==> config.mk <==
export PLATFORM = sky130hd
export DESIGN_NAME = wdog_rst_gen
export DESIGN_NICKNAME = d
export VERILOG_FILES = /design/src/rtl/wdog_pkg.sv /design/src/rtl/wdog_counter.sv /design/src/rtl/wdog_ctl_regs.sv /design/src/rtl/wdog_pulse_gen.sv /design/src/rtl/wdog_rst_gen.sv
export SDC_FILE = /design/constraint.sdc
export NUM_CORES = 1
export LEC_CHECK = 0
export ABC_AREA = 1
export BUFFER_PORTS_ARGS = -buffer_cell sky130_fd_sc_hd__buf_4
export CAP_MARGIN = 20
export CORE_UTILIZATION = 50
export CTS_BUF_LIST = sky130_fd_sc_hd__clkbuf_8
export DETAILED_ROUTE_END_ITERATION = 12
export PLACE_DENSITY = 0.84
export SLEW_MARGIN = 0
export SYNTH_ARGS = -nofsm -noshare
export SYNTH_HDL_FRONTEND = slang
export SYNTH_SLANG_ARGS = --single-unit
==> constraint.sdc <==
create_clock -name clk -period 1.35 [get_ports clk]
set_input_delay 0.0675 -clock clk [delete_from_list [all_inputs] [get_ports clk]]
set_output_delay 0.0675 -clock clk [all_outputs]
set_load 0.005 [all_outputs]
==> src/rtl/wdog_pkg.sv <==
package wdog_pkg;

    // Control bits; packed order gives rst_en bit 2, tm_en bit 1, wd_mode bit 0.
    typedef struct packed {
        logic rst_en;
        logic tm_en;
        logic wd_mode;
    } wdog_ctl_t;

    localparam int unsigned CTL_W = $bits(wdog_ctl_t);

    // Flag life cycle: clear, set, set and seen by software.
    typedef enum logic [1:0] {
        FLAG_IDLE  = 2'd0,
        FLAG_SET   = 2'd1,
        FLAG_ARMED = 2'd2
    } flag_state_e;

    function automatic logic wd_active(input wdog_ctl_t c);
        return c.wd_mode & c.tm_en;
    endfunction

    function automatic logic flag_visible(input flag_state_e s);
        return s != FLAG_IDLE;
    endfunction

endpackage

==> src/rtl/wdog_counter.sv <==
module wdog_counter #(
    parameter int unsigned CNT_W = 8
) (
    input  logic             clk,
    input  logic             rst,
    input  logic             tick,
    input  logic             en,
    input  logic             hold,
    input  logic             we,
    input  logic [CNT_W-1:0] wdata,
    output logic [CNT_W-1:0] cnt_q,
    output logic             wrap
);
    typedef logic [CNT_W-1:0] cnt_t;
    localparam cnt_t TOP = {CNT_W{1'b1}};

    assign wrap = en && !hold && !we && tick && (cnt_q == TOP);

    always_ff @(posedge clk) begin
        if (rst || hold || !en) begin
            cnt_q <= '0;
        end else if (we) begin
            cnt_q <= wdata;
        end else if (tick) begin
            cnt_q <= cnt_q + 1'b1;
        end
    end

    // a disabled timer leaves the counter at zero
    p_off_zero_r3: assert property (@(posedge clk) disable iff (rst)
        !en |=> cnt_q == '0);

    // one step per tick, wrapping at the top
    p_step_r2: assert property (@(posedge clk) disable iff (rst)
        (en && tick && !we && !hold) |=> cnt_q == cnt_t'($past(cnt_q) + 1'b1));

    // reload wins over a tick
    p_reload_r8: assert property (@(posedge clk) disable iff (rst)
        (en && we && !hold) |=> cnt_q == $past(wdata));

endmodule

==> src/rtl/wdog_ctl_regs.sv <==
module wdog_ctl_regs
    import wdog_pkg::*;
(
    input  logic        clk,
    input  logic        rst,
    input  logic        busy,
    input  logic        ovf,
    input  logic        ctl_we,
    input  wdog_ctl_t   ctl_wdata,
    input  logic        flag_rd,
    input  logic        flag_clr,
    output wdog_ctl_t   ctl_q,
    output flag_state_e fstate_q
);
    always_ff @(posedge clk) begin
        if (rst) begin
            ctl_q    <= '0;
            fstate_q <= FLAG_IDLE;
        end else if (busy) begin
            ctl_q <= '0;
            if (fstate_q == FLAG_ARMED) begin
                fstate_q <= FLAG_SET;
            end
        end else begin
            if (ovf && ctl_q.rst_en) begin
                ctl_q <= '0;
            end else if (ctl_we) begin
                ctl_q <= ctl_wdata;
            end

            if (ovf) begin
                fstate_q <= FLAG_SET;
            end else begin
                unique case (fstate_q)
                    FLAG_SET:   if (flag_rd)  fstate_q <= FLAG_ARMED;
                    FLAG_ARMED: if (flag_clr) fstate_q <= FLAG_IDLE;
                    default:    fstate_q <= fstate_q;
                endcase
            end
        end
    end

    // an overflow always raises the flag
    p_ovf_flag_r4: assert property (@(posedge clk) disable iff (rst)
        (ovf && !busy) |=> fstate_q == FLAG_SET);

    // control bits sit at zero during the pulse
    p_ctl_held_r7: assert property (@(posedge clk) disable iff (rst)
        busy |=> ctl_q == '0);

    // a flag not yet read cannot be cleared
    p_clr_needs_read_r10: assert property (@(posedge clk) disable iff (rst)
        (fstate_q == FLAG_SET) |=> fstate_q != FLAG_IDLE);

endmodule

==> src/rtl/wdog_pulse_gen.sv <==
module wdog_pulse_gen #(
    parameter int unsigned PULSE_LEN = 519
) (
    input  logic clk,
    input  logic rst,
    input  logic start,
    output logic busy
);
    localparam int unsigned PW = $clog2(PULSE_LEN + 1);
    typedef logic [PW-1:0] len_t;
    localparam len_t LOAD = len_t'(PULSE_LEN);

    len_t remain_q;

    always_ff @(posedge clk) begin
        if (rst) begin
            remain_q <= '0;
        end else if (remain_q != '0) begin
            remain_q <= remain_q - 1'b1;
        end else if (start) begin
            remain_q <= LOAD;
        end
    end

    assign busy = (remain_q != '0);

    // Checker counter: length of the current high run of busy
    logic [PW:0] hi_q;
    always_ff @(posedge clk) begin
        if (rst || !busy) begin
            hi_q <= busy ? (PW+1)'(1) : '0;
        end else begin
            hi_q <= hi_q + 1'b1;
        end
    end

    // the pulse starts on the clock after the request
    p_start_r5: assert property (@(posedge clk) disable iff (rst)
        (start && !busy) |=> busy);

    // a pulse that ends without an external reset lasted PULSE_LEN clocks
    p_len_r5: assert property (@(posedge clk) disable iff (rst)
        (!busy && $past(busy) && !$past(rst)) |-> hi_q == (PW+1)'(PULSE_LEN));

endmodule

==> src/rtl/wdog_rst_gen.sv <==
module wdog_rst_gen
    import wdog_pkg::*;
#(
    parameter int unsigned CNT_W     = 8,
    parameter int unsigned PULSE_LEN = 519
) (
    input  logic             clk,
    input  logic             ext_rst,
    input  logic             tick,
    input  logic             ctl_we,
    input  logic [2:0]       ctl_wdata,
    input  logic             cnt_we,
    input  logic [CNT_W-1:0] cnt_wdata,
    input  logic             flag_rd,
    input  logic             flag_clr,
    output logic [CNT_W-1:0] cnt_o,
    output logic [2:0]       ctl_o,
    output logic             flag_o,
    output logic             int_rst_o
);
    wdog_ctl_t   ctl_q;
    flag_state_e fstate_q;
    logic        wrap, ovf, start, busy;

    assign ovf   = wrap && wd_active(ctl_q);
    assign start = ovf && ctl_q.rst_en;

    wdog_counter #(.CNT_W(CNT_W)) i_counter (
        .clk   (clk),
        .rst   (ext_rst),
        .tick  (tick),
        .en    (ctl_q.tm_en),
        .hold  (busy),
        .we    (cnt_we),
        .wdata (cnt_wdata),
        .cnt_q (cnt_o),
        .wrap  (wrap)
    );

    wdog_ctl_regs i_regs (
        .clk       (clk),
        .rst       (ext_rst),
        .busy      (busy),
        .ovf       (ovf),
        .ctl_we    (ctl_we),
        .ctl_wdata (wdog_ctl_t'(ctl_wdata)),
        .flag_rd   (flag_rd),
        .flag_clr  (flag_clr),
        .ctl_q     (ctl_q),
        .fstate_q  (fstate_q)
    );

    wdog_pulse_gen #(.PULSE_LEN(PULSE_LEN)) i_pulse (
        .clk   (clk),
        .rst   (ext_rst),
        .start (start),
        .busy  (busy)
    );

    assign ctl_o     = ctl_q;
    assign flag_o    = flag_visible(fstate_q);
    assign int_rst_o = busy;

    // the flag cannot rise outside watchdog mode
    p_only_wd_mode_r1: assert property (@(posedge clk) disable iff (ext_rst)
        (!wd_active(ctl_q) && !busy) |=> !$rose(flag_o));

    // no pulse when reset enable is off
    p_no_pulse_r6: assert property (@(posedge clk) disable iff (ext_rst)
        (ovf && !ctl_q.rst_en && !int_rst_o) |=> !int_rst_o);

    // the external reset clears everything, even with an overflow pending
    p_extrst_r9: assert property (@(posedge clk)
        ext_rst |=> (!int_rst_o && !flag_o && cnt_o == '0 && ctl_o == '0));

endmodule

# --- Yosys cells after proc, flatten, opt, wreduce, memory -nomap -nowiden ---
# Cells that the tools add are included.
totals:
  inputBits: 18
  word_cells: 43
  register_bits: 23
  out_inout_bits: 13
classes:
  n_reduce_logical: 18
  add_sub_neg: 2
  n_bitwise: 1
  mux: 10
  eq_ne: 6
op_table:
  columns: ["op", "n"]
  rows:
  - ["2-to-1 mux 10 bit", 2]
  - ["2-to-1 mux 8 bit", 2]
  - ["2-to-1 mux 2 bit", 5]
  - ["nonzero test 10 bit", 1]
  - ["subtractor 10 x 1 -> 10 bit, second input constant", 1]
  - ["adder 8 x 1 -> 8 bit, second input constant", 1]
  - ["equality test 8 bit, second input constant", 1]
  - ["!= test 4 x 3 -> 1 bit, second input constant", 2]
  - ["logical AND 1 bit", 6]
  - ["nonzero test 2 bit", 3]
  - ["one-hot mux 2 bit (2 select lines)", 1]
  - ["AND reduction 4 bit", 1]
  - ["zero test 1 bit", 3]
  - ["nonzero test 3 bit", 1]
  - ["OR reduction 3 bit", 1]
  - ["equality test 2 x 1 -> 1 bit, second input constant", 1]
  - ["equality test 2 bit, second input constant", 1]
  - ["logical OR 1 bit", 2]
  - ["!= test 2 x 1 -> 1 bit, second input constant", 1]
  - ["bitwise AND 1 bit", 1]

# --- Logic depth before layout (Yosys ltp) ---
# Gate-level depths: netlist of run 1.
logic_depth:
  word_depth: 10
  ltp_mapped: 10
  depth_no_buf: 10

# --- By module ---
# A second synthesis of run 1 with hierarchy kept.
unflattened:
  hier_cells: 201
  hier_area_um2: 1343.8
by_module_without_submodules:
  columns: ["module", "cells_each", "n_inst", "area_each_um2"]
  rows:
  - ["wdog_counter", 78, 1, 526.8]
  - ["wdog_pulse_gen", 75, 1, 525.5]
  - ["wdog_ctl_regs", 43, 1, 269.0]
  - ["wdog_rst_gen", 5, 1, 22.5]

# --- Worst setup path after synthesis of run 1 ---
# Ideal clock, no wire load.
synth_timing:
  path_kind: "flip-flop to flip-flop"
  startpoint: "reg i_counter.cnt_q[0]"
  endpoint: "reg i_regs.fstate_q[1]"
  setup_time_ns: 0.120
  setup_slack_ns: -0.003
  required_time_ns: 1.230
  arrival_ns: 1.233
  n_path_buf: 0
  period_less_slack_ns: 1.353
  stages_incl_launch_ff: 9
  cell_sequence: "dfxtp_1 -> ha_1 -> nand2_1 -> nor2_2 -> nand2_1 -> nor2_4 -> nand3_1 -> nand3_1 -> a21oi_1"
synth_between:
  elab_chain_cells: 5
  word_cells_on_any_way: 9
  classes_between: "eq/ne (3); mux (2); reduce/logical (4)"
synth_lines:
  columns: ["element", "line_no", "rtl"]
  rows:
  - ["start: declaration", "wdog_counter.sv:11", "output logic [CNT_W-1:0] cnt_q,"]
  - ["start signal: assignment", "wdog_counter.sv:23", "cnt_q <= wdata;"]
  - ["start signal: assignment", "wdog_counter.sv:25", "cnt_q <= cnt_q + 1'b1;"]
  - ["equality test 8 bit (*)", "wdog_counter.sv:17", "assign wrap = en && !hold && !we && tick && (cnt_q == TOP);"]
  - ["logical AND 1 bit (*)", "wdog_counter.sv:17", null]
  - ["logical AND 1 bit (*)", "wdog_rst_gen.sv:25", "assign ovf = wrap && wd_active(ctl_q);"]
  - ["!= test 4 x 3 -> 1 bit (no line) (tied with other cells)", null, null]
  - ["AND reduction 4 bit (no line) / 2-to-1 mux 2 bit (equally long branches)", null, null]
  - ["end signal: assignment", "wdog_ctl_regs.sv:37", "default: fstate_q <= fstate_q;"]
  - ["end: declaration", "wdog_ctl_regs.sv:13", "output flag_state_e fstate_q"]
# Mark *: on every way between the ends. The rest lies on a longest branch, timed or not.
# A chain may end at the register's enable or synchronous reset.

# --- Worst setup path after layout of run 1 ---
layout_timing:
  startpoint: "reg i_pulse.remain_q[0]"
  endpoint: "reg i_pulse.remain_q[6]"
layout_between:
  elab_chain_cells: 9
  word_cells_on_any_way: 11
  classes_between: "add/sub (1); mux (1); reduce/logical (9)"
layout_lines:
  columns: ["element", "line_no", "rtl"]
  rows:
  - ["start: declaration", "wdog_pulse_gen.sv:13", "len_t remain_q;"]
  - ["start signal: assignment", "wdog_pulse_gen.sv:19", "remain_q <= remain_q - 1'b1;"]
  - ["branches (longest 9 deep; another with subtractor 10 x 1 -> 10 bit)", null, null]
# Parallel ways; which one is timed is not known.

==> results of run 1 <==
Yosys cell counts (3+ instances only):
master	number
a21oi_1	15
a22oi_1	3
dfxtp_1	23
ha_1	6
inv_1	23
nand2_1	31
nand3_1	15
nor2_1	16
nor2_2	3
nor2_4	4
nor3_1	5
o21ai_0	6
xor2_1	8
layout make-up:
class	count	area, um^2
repair buffers	61	484
well taps	30	37.5
clock inverters	1	3.75
clock buffers	3	41.3
fillers	165	464
inverters	25	96.3
multi-input cells	127	880
flip-flops and latches	23	470
state kept, by name (all words and copies together), names as in the netlist:
register	cells
i_counter.cnt_q	8
i_regs.fstate_q	2
i_regs.ctl_q	3
i_pulse.remain_q	10
worst paths after layout:
| check | from | slack [ps] | end | cells past startpoint |
|---|---|---|---|---|
| setup / recovery | i_pulse.remain_q[0]$_SDFFE_PP0P_ | -250 | i_pulse.remain_q[6]$_SDFFE_PP0P_ | 7 |
| hold / removal | ext_rst | 60 | i_pulse.remain_q[2]$_SDFFE_PP0P_ | 2 |
| setup reg to reg | i_pulse.remain_q[0]$_SDFFE_PP0P_ | -250 | i_pulse.remain_q[6]$_SDFFE_PP0P_ | 7 |
| hold reg to reg | i_regs.ctl_q[0]$_SDFFE_PP0P_ | 500 | i_regs.ctl_q[0]$_SDFFE_PP0P_ | 2 |
repair_timing:
action,4_1_cts,5_1_grt
gates resized for setup,27,28
endpoints found under the setup margin,15,23
pin swaps,12,20
endpoints found under the hold margin,0,0
buffers inserted,9,6
power by group through the flow:
stage	clock network, uW	registers [uW]	logic [uW]
floorplan	0	894	818
global placement	0	893	1180
detailed placement	0	900	1210
CTS	430	907	1520
global route	447	951	2190
finish	422	936	2080
metal layers:
layer	vias to the layer above	wire, um	global-route usage (%)
met2	56	2080	46.8
li1	699	-	-
met4	0	197	11.4
met3	20	217	3.74
met1	672	1490	28.9
met5	-	0	0
layout by cell type (no fill, tap or decap):
cell type	count
nand4_1	1
dfxtp_4	1
xnor2_1	2
nor2_1	14
buf_4	54
nor2_4	8
o21ai_0	2
a211oi_2	2
clkbuf_8	3
nor2_2	1
nand2_1	26
or2_2	1
nand3_1	12
a21oi_2	4
inv_1	20
nand3b_1	1
inv_2	5
o21ai_2	1
buf_6	7
a21oi_1	11
a22oi_1	3
a31oi_1	1
nor3_2	1
xor2_1	8
nand3_2	3
nor3b_4	1
nand2_4	4
o21ai_1	5
nand2_2	4
nor3_1	4
ha_1	3
inv_4	1
dfxtp_2	5
dfxtp_1	17
a21oi_4	1
ha_4	3
cells by family after synthesis:
group           count (synthesis)  share of synthesized area (%)
xor+xnor                       10                           6.71
fa+ha+maj                       6                           5.75
simple gates                   81                           30.4
flops                          23                           35.2
compound gates                 30                           13.4
buf+inv                        28                           8.53
per-stage QoR:
stage / total power, uW / area (um^2) / std cells
floorplan: 1710 / 1310 / 178
global placement: 2080 / 1670 / 251
detailed placement: 2110 / 1670 / 251
CTS: 2860 / 1860 / 264
global route: 3590 / 2010 / 270
finish: 3440 / 2010 / 270
critical path: cells and delay by family (launching register included):
family                     cells  cell delay, ps
buffers and inverters          2             210
xor gates and xnor gates       1             170
adders and majority gates      1             150
and+or+nand+nor                3             620
DFF                            1             330
==> results.toml, run 1 <==
[grt]
grt_pass1_vias = 1207
grtUsageTotal_pct = 25.6
antenna_found_initial = 0
grt_pass1_wl_um = 5110
grt_max_degree = 13
grt_overflow = 0

[clock_tree]
clock_sinks = 23
cts_max_level = 1
hold_buffers = 0
cts_inserted_buffers = 3
root_buffer = "clkbuf_8"
clock_path_buffers = 2
clk_pin_slew_ps = 80
clk_latency_ps = 260
cts_tree = "done"

[sta]
tns_ps = -528
drv_slew = 0
rsz0062_at_grt = "true"
period_needed_ps = 1600
final-setup-viol-count = 14
hold_violations = 0
fin_crit_sh_pct = 118
max_slew_margin_pct = 74.7
worst_slack_ps = -246
tightest_slew_ps = 376
finalClockSkew_ps = 1.57
max_freq_mhz = 627
timing.hold.ws_ps = 58.9

[worst_setup_path]
criticalPathCategory = "flop to flop"
critical_path_required_ps = 1490
critical_path.slowest_cell = "dfxtp_2"
startpoint_type = "flop"
endpoint_kind = "flop"
path_cells = "inv_2 -> buf_4 -> ha_4 -> nor3b_4 -> nand2_1 -> xor2_1 -> nor3_1"
critical_path.max_stage_delay_ps = 330
worstPathArrival_ps = 1730
crit_fanout = 2

[layout]
final_net_count = 265
antennaDiodeCount = 0
area_growth_pct = 54.1
drive_above_1_share_pct = 45.8
final_util_pct = 81.3

[synth]
syn_inst = 178
ys_async_sr_fraction_pct = 0
synth_edf_count = 0
synth_seq_area_share_pct = 35.2
synth-seq-cells = 23
synth_area_um2 = 1310
yosysTopAreaCell = "dfxtp_1"
avgSynthCellArea_um2 = 7.34
synthesis.yosys.warnings = 0
synth_nets = 202
synthDistinctLibCells = 27
synth_area_leaders = "dfxtp_1 (35%), nand2_1 (8.9%), inv_1 (6.6%), a21oi_1 (5.7%), ha_1 (5.7%)"
synth_ff_type = "dfxtp_1"
synthDominantCellAreaShare_pct = 35.2

[status]
violations = "setup timing"
status = "finished with violations"

[power]
power_frac_comb_pct = 60.5
p_int_uw = 2040
power_density_nw_per_um2 = 1710
clkPwrFrac_pct = 12.3
p_leak_uw = 0.000927
ir_drop_mv = 1.72
seqPwrFrac_pct = 27.2
swShare_pct = 40.8
netSwitchingPower_uw = 1400

[detailed_routing]
detail-route-antenna-nets = 0
first_pass_iters = 4
viasPerCell = 5.36
drt-total-wl_um = 3990
wl_per_cell_um = 14.8
vias = 1447
drt_iter0_markers = 44
drcViolationCount = 0

[place]
io_buffers = 30
place.gp.congestion = 0.828
dp_slack_ps = -46.8
dpl.hpwl_um = 2210

[die]
ios = 31
rows = 18
die_area_um2 = 2820
coreArea_um2 = 2480
start_util_pct = 52.7
die_h_um = 53.1
die_x_um = 53.1

[hold_path]
hp-class = "input pin to flop"

[job]
maxCapViolations = 0
No activity file was read; power rests on OpenSTA's default activity.
==> run 2, diff against run 1 <==
--- a/config.mk
+++ b/config.mk
@@ -12,6 +12,7 @@
 export CTS_BUF_LIST = sky130_fd_sc_hd__clkbuf_8
 export DETAILED_ROUTE_END_ITERATION = 12
 export PLACE_DENSITY = 0.84
+export SKIP_CTS_REPAIR_TIMING = 1
 export SLEW_MARGIN = 0
 export SYNTH_ARGS = -nofsm -noshare
 export SYNTH_HDL_FRONTEND = slang
==> results.toml, run 2 (synthesis gave the netlist of run 1 again) <==
[status]
status = "finished with violations"
violations = "setup timing"

[layout]
fillers = 173
antennaDiodeCount = 0
multiInputGateArea_um2 = 856
register_area_um2 = 467
final_util_pct = 77.8
mostFrequentLayoutCell = "buf_4"
drive_above_1_share_pct = 42.3
final_net_count = 259
area_growth_pct = 47.5
largest_reg_flops = 10
top_regs = "i_pulse.remain_q: 10 flops, i_counter.cnt_q: 8 flops, i_regs.ctl_q: 3 flops"
final_cell_mix = "buf_4 (51), nand2_1 (28), inv_1 (21)"
top_register = "i_pulse.remain_q"

[power]
clkPwrFrac_pct = 14.2
netSwitchingPower_uw = 1200
seqPwrFrac_pct = 30.9
power_density_nw_per_um2 = 1540
power_frac_comb_pct = 54.9
p_int_uw = 1770
ir_drop_mv = 1.44
p_leak_uw = 0.000892
swShare_pct = 40.3

[die]
die_h_um = 53.1
die_x_um = 53.1
coreArea_um2 = 2480
rows = 18
die_area_um2 = 2820
ios = 31
start_util_pct = 52.7

[sta]
tns_ps = -401
hold_violations = 0
period_needed_ps = 1460
tightest_slew_ps = 330
finalClockSkew_ps = 2.77
fin_crit_sh_pct = 108
max_freq_mhz = 684
final-setup-viol-count = 6
worst_slack_ps = -112
max_slew_margin_pct = 77.9
rsz0062_at_grt = "true"
drv_slew = 0

[worst_setup_path]
crit_fanout = 8
r2r_setup_slack_ps = -90
worstPathArrival_ps = 1390
criticalPathCategory = "flop to output port"
startpoint_type = "flop"
endpoint_kind = "output port"
critical_path_required_ps = 1280

[clock_tree]
cts_tree = "done"
cts_inserted_buffers = 3
clock_sinks = 23
cts_max_level = 1
root_buffer = "clkbuf_8"
clk_latency_ps = 260
clk_pin_slew_ps = 80
clock_path_buffers = 2

[grt]
grt_max_degree = 13
grt_overflow = 0
grtUsageTotal_pct = 22.2
antenna_found_initial = 0
grt_pass1_vias = 1094
grt_pass1_wl_um = 4510

[place]
place.gp.congestion = 0.828
dpl.hpwl_um = 2210
io_buffers = 30

[detailed_routing]
vias = 1394
drcViolationCount = 0
detail-route-antenna-nets = 0
drt_iter0_markers = 42
drt-total-wl_um = 3590
wl_per_cell_um = 13.6
viasPerCell = 5.28
first_pass_iters = 4

[job]
maxCapViolations = 0

[hold_path]
hp-class = "input pin to flop"
-- run 2: per-stage QoR --
stage | power, uW | instance area [um^2] | cells | setup slack [ps] | hold WS [ps]
6_report | 2970 | 1930 | 264 | -112 | 59.9
2_1_floorplan | 1710 | 1310 | 178 | 22.0 | 204
3_3_place_gp | 2080 | 1670 | 251 | 14.9 | 325
4_1_cts | 2540 | 1720 | 255 | -193 | 44.5
5_1_grt | 3140 | 1930 | 264 | -179 | 57.6
3_5_place_dp | 2110 | 1670 | 251 | -46.8 | 327
-- run 2: final timing paths --
kind / startpoint / endpoint / cells past startpoint
worst max register to register: i_pulse.remain_q[1]$_SDFFE_PP0P_ / i_regs.fstate_q[0]$_SDFFE_PP0P_ / 11
worst min-delay path: ext_rst / i_regs.fstate_q[1]$_SDFFE_PP0P_ / 2
worst min register to register: i_regs.fstate_q[1]$_SDFFE_PP0P_ / i_regs.fstate_q[1]$_SDFFE_PP0P_ / 2
worst max-delay path: i_pulse.remain_q[1]$_SDFFE_PP0P_ / int_rst_o / 7
-- run 2: layout make-up --
cell class,count,share of cell area (%)
timing repair buffer,55,22.2
inverter,25,4.87
multi-input combinational,127,44.4
sequential,23,24.2
clock inverter,1,0.195
clock buffer,3,2.14
tap,30,1.95
-- run 2: critical path, cell delays in order (launching register included) --
cell	delay [ps]
dfxtp_2	330
inv_2	80
ha_4	150
nand2_4	50
nor2_4	140
nand2_4	130
buf_6	150
buf_6	100
-- run 2: power groups by stage --
stage | clock [uW] | combinational [uW] | sequential, uW
global placement | 0 | 1180 | 893
floorplan | 0 | 818 | 894
CTS | 430 | 1220 | 886
detailed placement | 0 | 1210 | 900
finish | 423 | 1630 | 918
global route | 451 | 1760 | 934
-- run 2: routing by layer --
| layer | global-route usage [%] | share of wire (%) | vias to the layer above |
|---|---|---|---|
| met2 | 39.0 | 53 | 48 |
| met5 | 0 | 0 | - |
| met1 | 26.3 | 39 | 642 |
| met3 | 3.45 | 4.6 | 15 |
| li1 | - | - | 689 |
| met4 | 9.65 | 3.5 | 0 |
==> run 3, diff against run 2 <==
--- a/config.mk
+++ b/config.mk
@@ -8,10 +8,10 @@
 export ABC_AREA = 1
 export BUFFER_PORTS_ARGS = -buffer_cell sky130_fd_sc_hd__buf_4
 export CAP_MARGIN = 20
-export CORE_UTILIZATION = 50
+export CORE_UTILIZATION = 55
 export CTS_BUF_LIST = sky130_fd_sc_hd__clkbuf_8
 export DETAILED_ROUTE_END_ITERATION = 12
-export PLACE_DENSITY = 0.84
+export PLACE_DENSITY = 0.88
 export SKIP_CTS_REPAIR_TIMING = 1
 export SLEW_MARGIN = 0
 export SYNTH_ARGS = -nofsm -noshare
==> constraint.sdc (replaced) <==
create_clock -name clk -period 1.6 [get_ports clk]
set_input_delay 0.08 -clock clk [delete_from_list [all_inputs] [get_ports clk]]
set_output_delay 0.08 -clock clk [all_outputs]
set_load 0.005 [all_outputs]
==> results.toml, run 3 (synthesis gave the netlist of run 1 again) <==
[status]
status = "finished clean"

[detailed_routing]
detail-route-antenna-nets = 0
highest-signal-layer = "met4"
viasPerCell = 5.31
drt_iter0_markers = 56
vias = 1279
wl_met2_um = 1570
wirelength_met1_um = 1250
drcViolationCount = 0
first_pass_iters = 4
wl_met3_um = 150
wl_per_cell_um = 12.6
drt-total-wl_um = 3050

[clock_tree]
root_buffer = "clkbuf_8"
cts_inserted_buffers = 3
cts_max_level = 1
clk_latency_ps = 270
cts_tree = "done"
clock_path_buffers = 2
clock_sinks = 23
clk_pin_slew_ps = 80

[worst_setup_path]
reg2reg_from = "i_pulse.remain_q[0]$_SDFFE_PP0P_"
crit_fanout = 9
endpoint_kind = "flop"
startpoint = "i_pulse.remain_q[0]$_SDFFE_PP0P_"
critical_path.max_stage_delay_ps = 330
startpoint_type = "flop"
critical_path_required_ps = 1780
critPathBufInv = 1
crit_family = "simple AND/OR/NAND/NOR gates"
r2r-end = "i_counter.cnt_q[7]$_SDFFE_PP0P_"
r2r_setup_slack_ps = 110
cp_common_cell = "nor2_4"
reg2reg_depth = 8
critical_path.slowest_cell = "dfxtp_1"
path_cells = "inv_1 -> ha_2 -> nand2_2 -> nor2_4 -> nand2_4 -> nor2_4 -> nand2_1 -> a31oi_1"
criticalPathCategory = "flop to flop"
worstPathArrival_ps = 1680

[die]
start_util_pct = 58.5
ios = 31
die_h_um = 50.7
rows = 17
die_x_um = 50.7
die_area_um2 = 2570
coreArea_um2 = 2230

[layout]
final_util_pct = 72.9
fillers = 171
final_net_count = 238
mostFrequentLayoutCell = "buf_4"
final_cell_count_no_fill = 241
antennaDiodeCount = 0
final_cell_mix = "buf_4 (34), nand2_1 (31), inv_1 (24)"
area_growth_pct = 24.6
largest_reg_flops = 10
top_regs = "i_pulse.remain_q: 10 flops, i_counter.cnt_q: 8 flops, i_regs.ctl_q: 3 flops"
drive_above_1_share_pct = 25.4
top_register = "i_pulse.remain_q"

[place]
placed_cells = 234
io_buffers = 30
dpl.hpwl_um = 2170
place.gp.congestion = 0.824

[sta]
tns_ps = 0
rsz0062_at_grt = "false"
finalClockSkew_ps = 3.23
timing.hold.ws_ps = 59.7
max_slew_margin_pct = 75.4
period_needed_ps = 1490
hold_violations = 0
drv_slew = 0
final-setup-viol-count = 0
max_freq_mhz = 670
tightest_slew_ps = 367
fin_crit_sh_pct = 93.3

[power]
p_leak_uw = 0.000728
ir_drop_mv = 1.28
power_density_nw_per_um2 = 1300

[grt]
grt_max_degree = 13
grt_pass1_vias = 1243
antenna_found_initial = 0
grt_overflow = 0
grtUsageTotal_pct = 26.0
grt_pass1_wl_um = 5060

[job]
maxCapViolations = 0

[hold_path]
hold_path_depth = 2
hold_start = "ext_rst"
hp-class = "input pin to flop"
hold_end = "i_regs.fstate_q[1]$_SDFFE_PP0P_"
run 3: cell count changes in the layout (fill, tap and decap cells not counted), sizes merged:
cell,change
buf,-21
run 3: cell type report:
type,count,area [um^2],area share [%]
Clock buffer,3,41.3,2.54
Sequential cell,23,462,28.4
Timing Repair Buffer,34,255,15.7
Multi-Input combinational cell,127,737,45.3
Tap cell,28,35.0,2.15
Inverter,25,93.8,5.76
Clock inverter,1,3.75,0.231
run 3: through the flow:
stage	total power (uW)	area [um^2]	setup slack, ps
final	2110	1630	106
after global routing	2240	1630	1.49
after CTS	2040	1600	60.8
after detailed placement	1660	1560	74.9
after global placement	1620	1560	148
after floorplan	1440	1310	247
run 3: worst max path at each step:
stage,endpoint,cells past startpoint
2_1_floorplan,i_regs.fstate_q[1]$_SDFFE_PP0P_,8
3_3_place_gp,i_regs.fstate_q[0]$_SDFFE_PP0P_,9
3_5_place_dp,i_regs.fstate_q[1]$_SDFFE_PP0P_,8
4_1_cts,i_regs.fstate_q[1]$_SDFFE_PP0P_,8
5_1_grt,i_counter.cnt_q[7]$_SDFFE_PP0P_,8
6_report,i_counter.cnt_q[7]$_SDFFE_PP0P_,8
run 3: layer usage:
| layer | global-route usage [%] | up-vias |
|---|---|---|
| met4 | 13.4 | 0 |
| met5 | 0 | - |
| met3 | 4.55 | 9 |
| met1 | 29.4 | 585 |
| met2 | 46.0 | 42 |
| li1 | - | 643 |
run 3: report_power, final:
group / internal (uW) / total (uW) / leakage (uW) / switching, uW
clock: 172 / 359 / 0.0000269 / 187
combinational: 398 / 990 / 0.000513 / 592
sequential: 670 / 761 / 0.000188 / 91.0
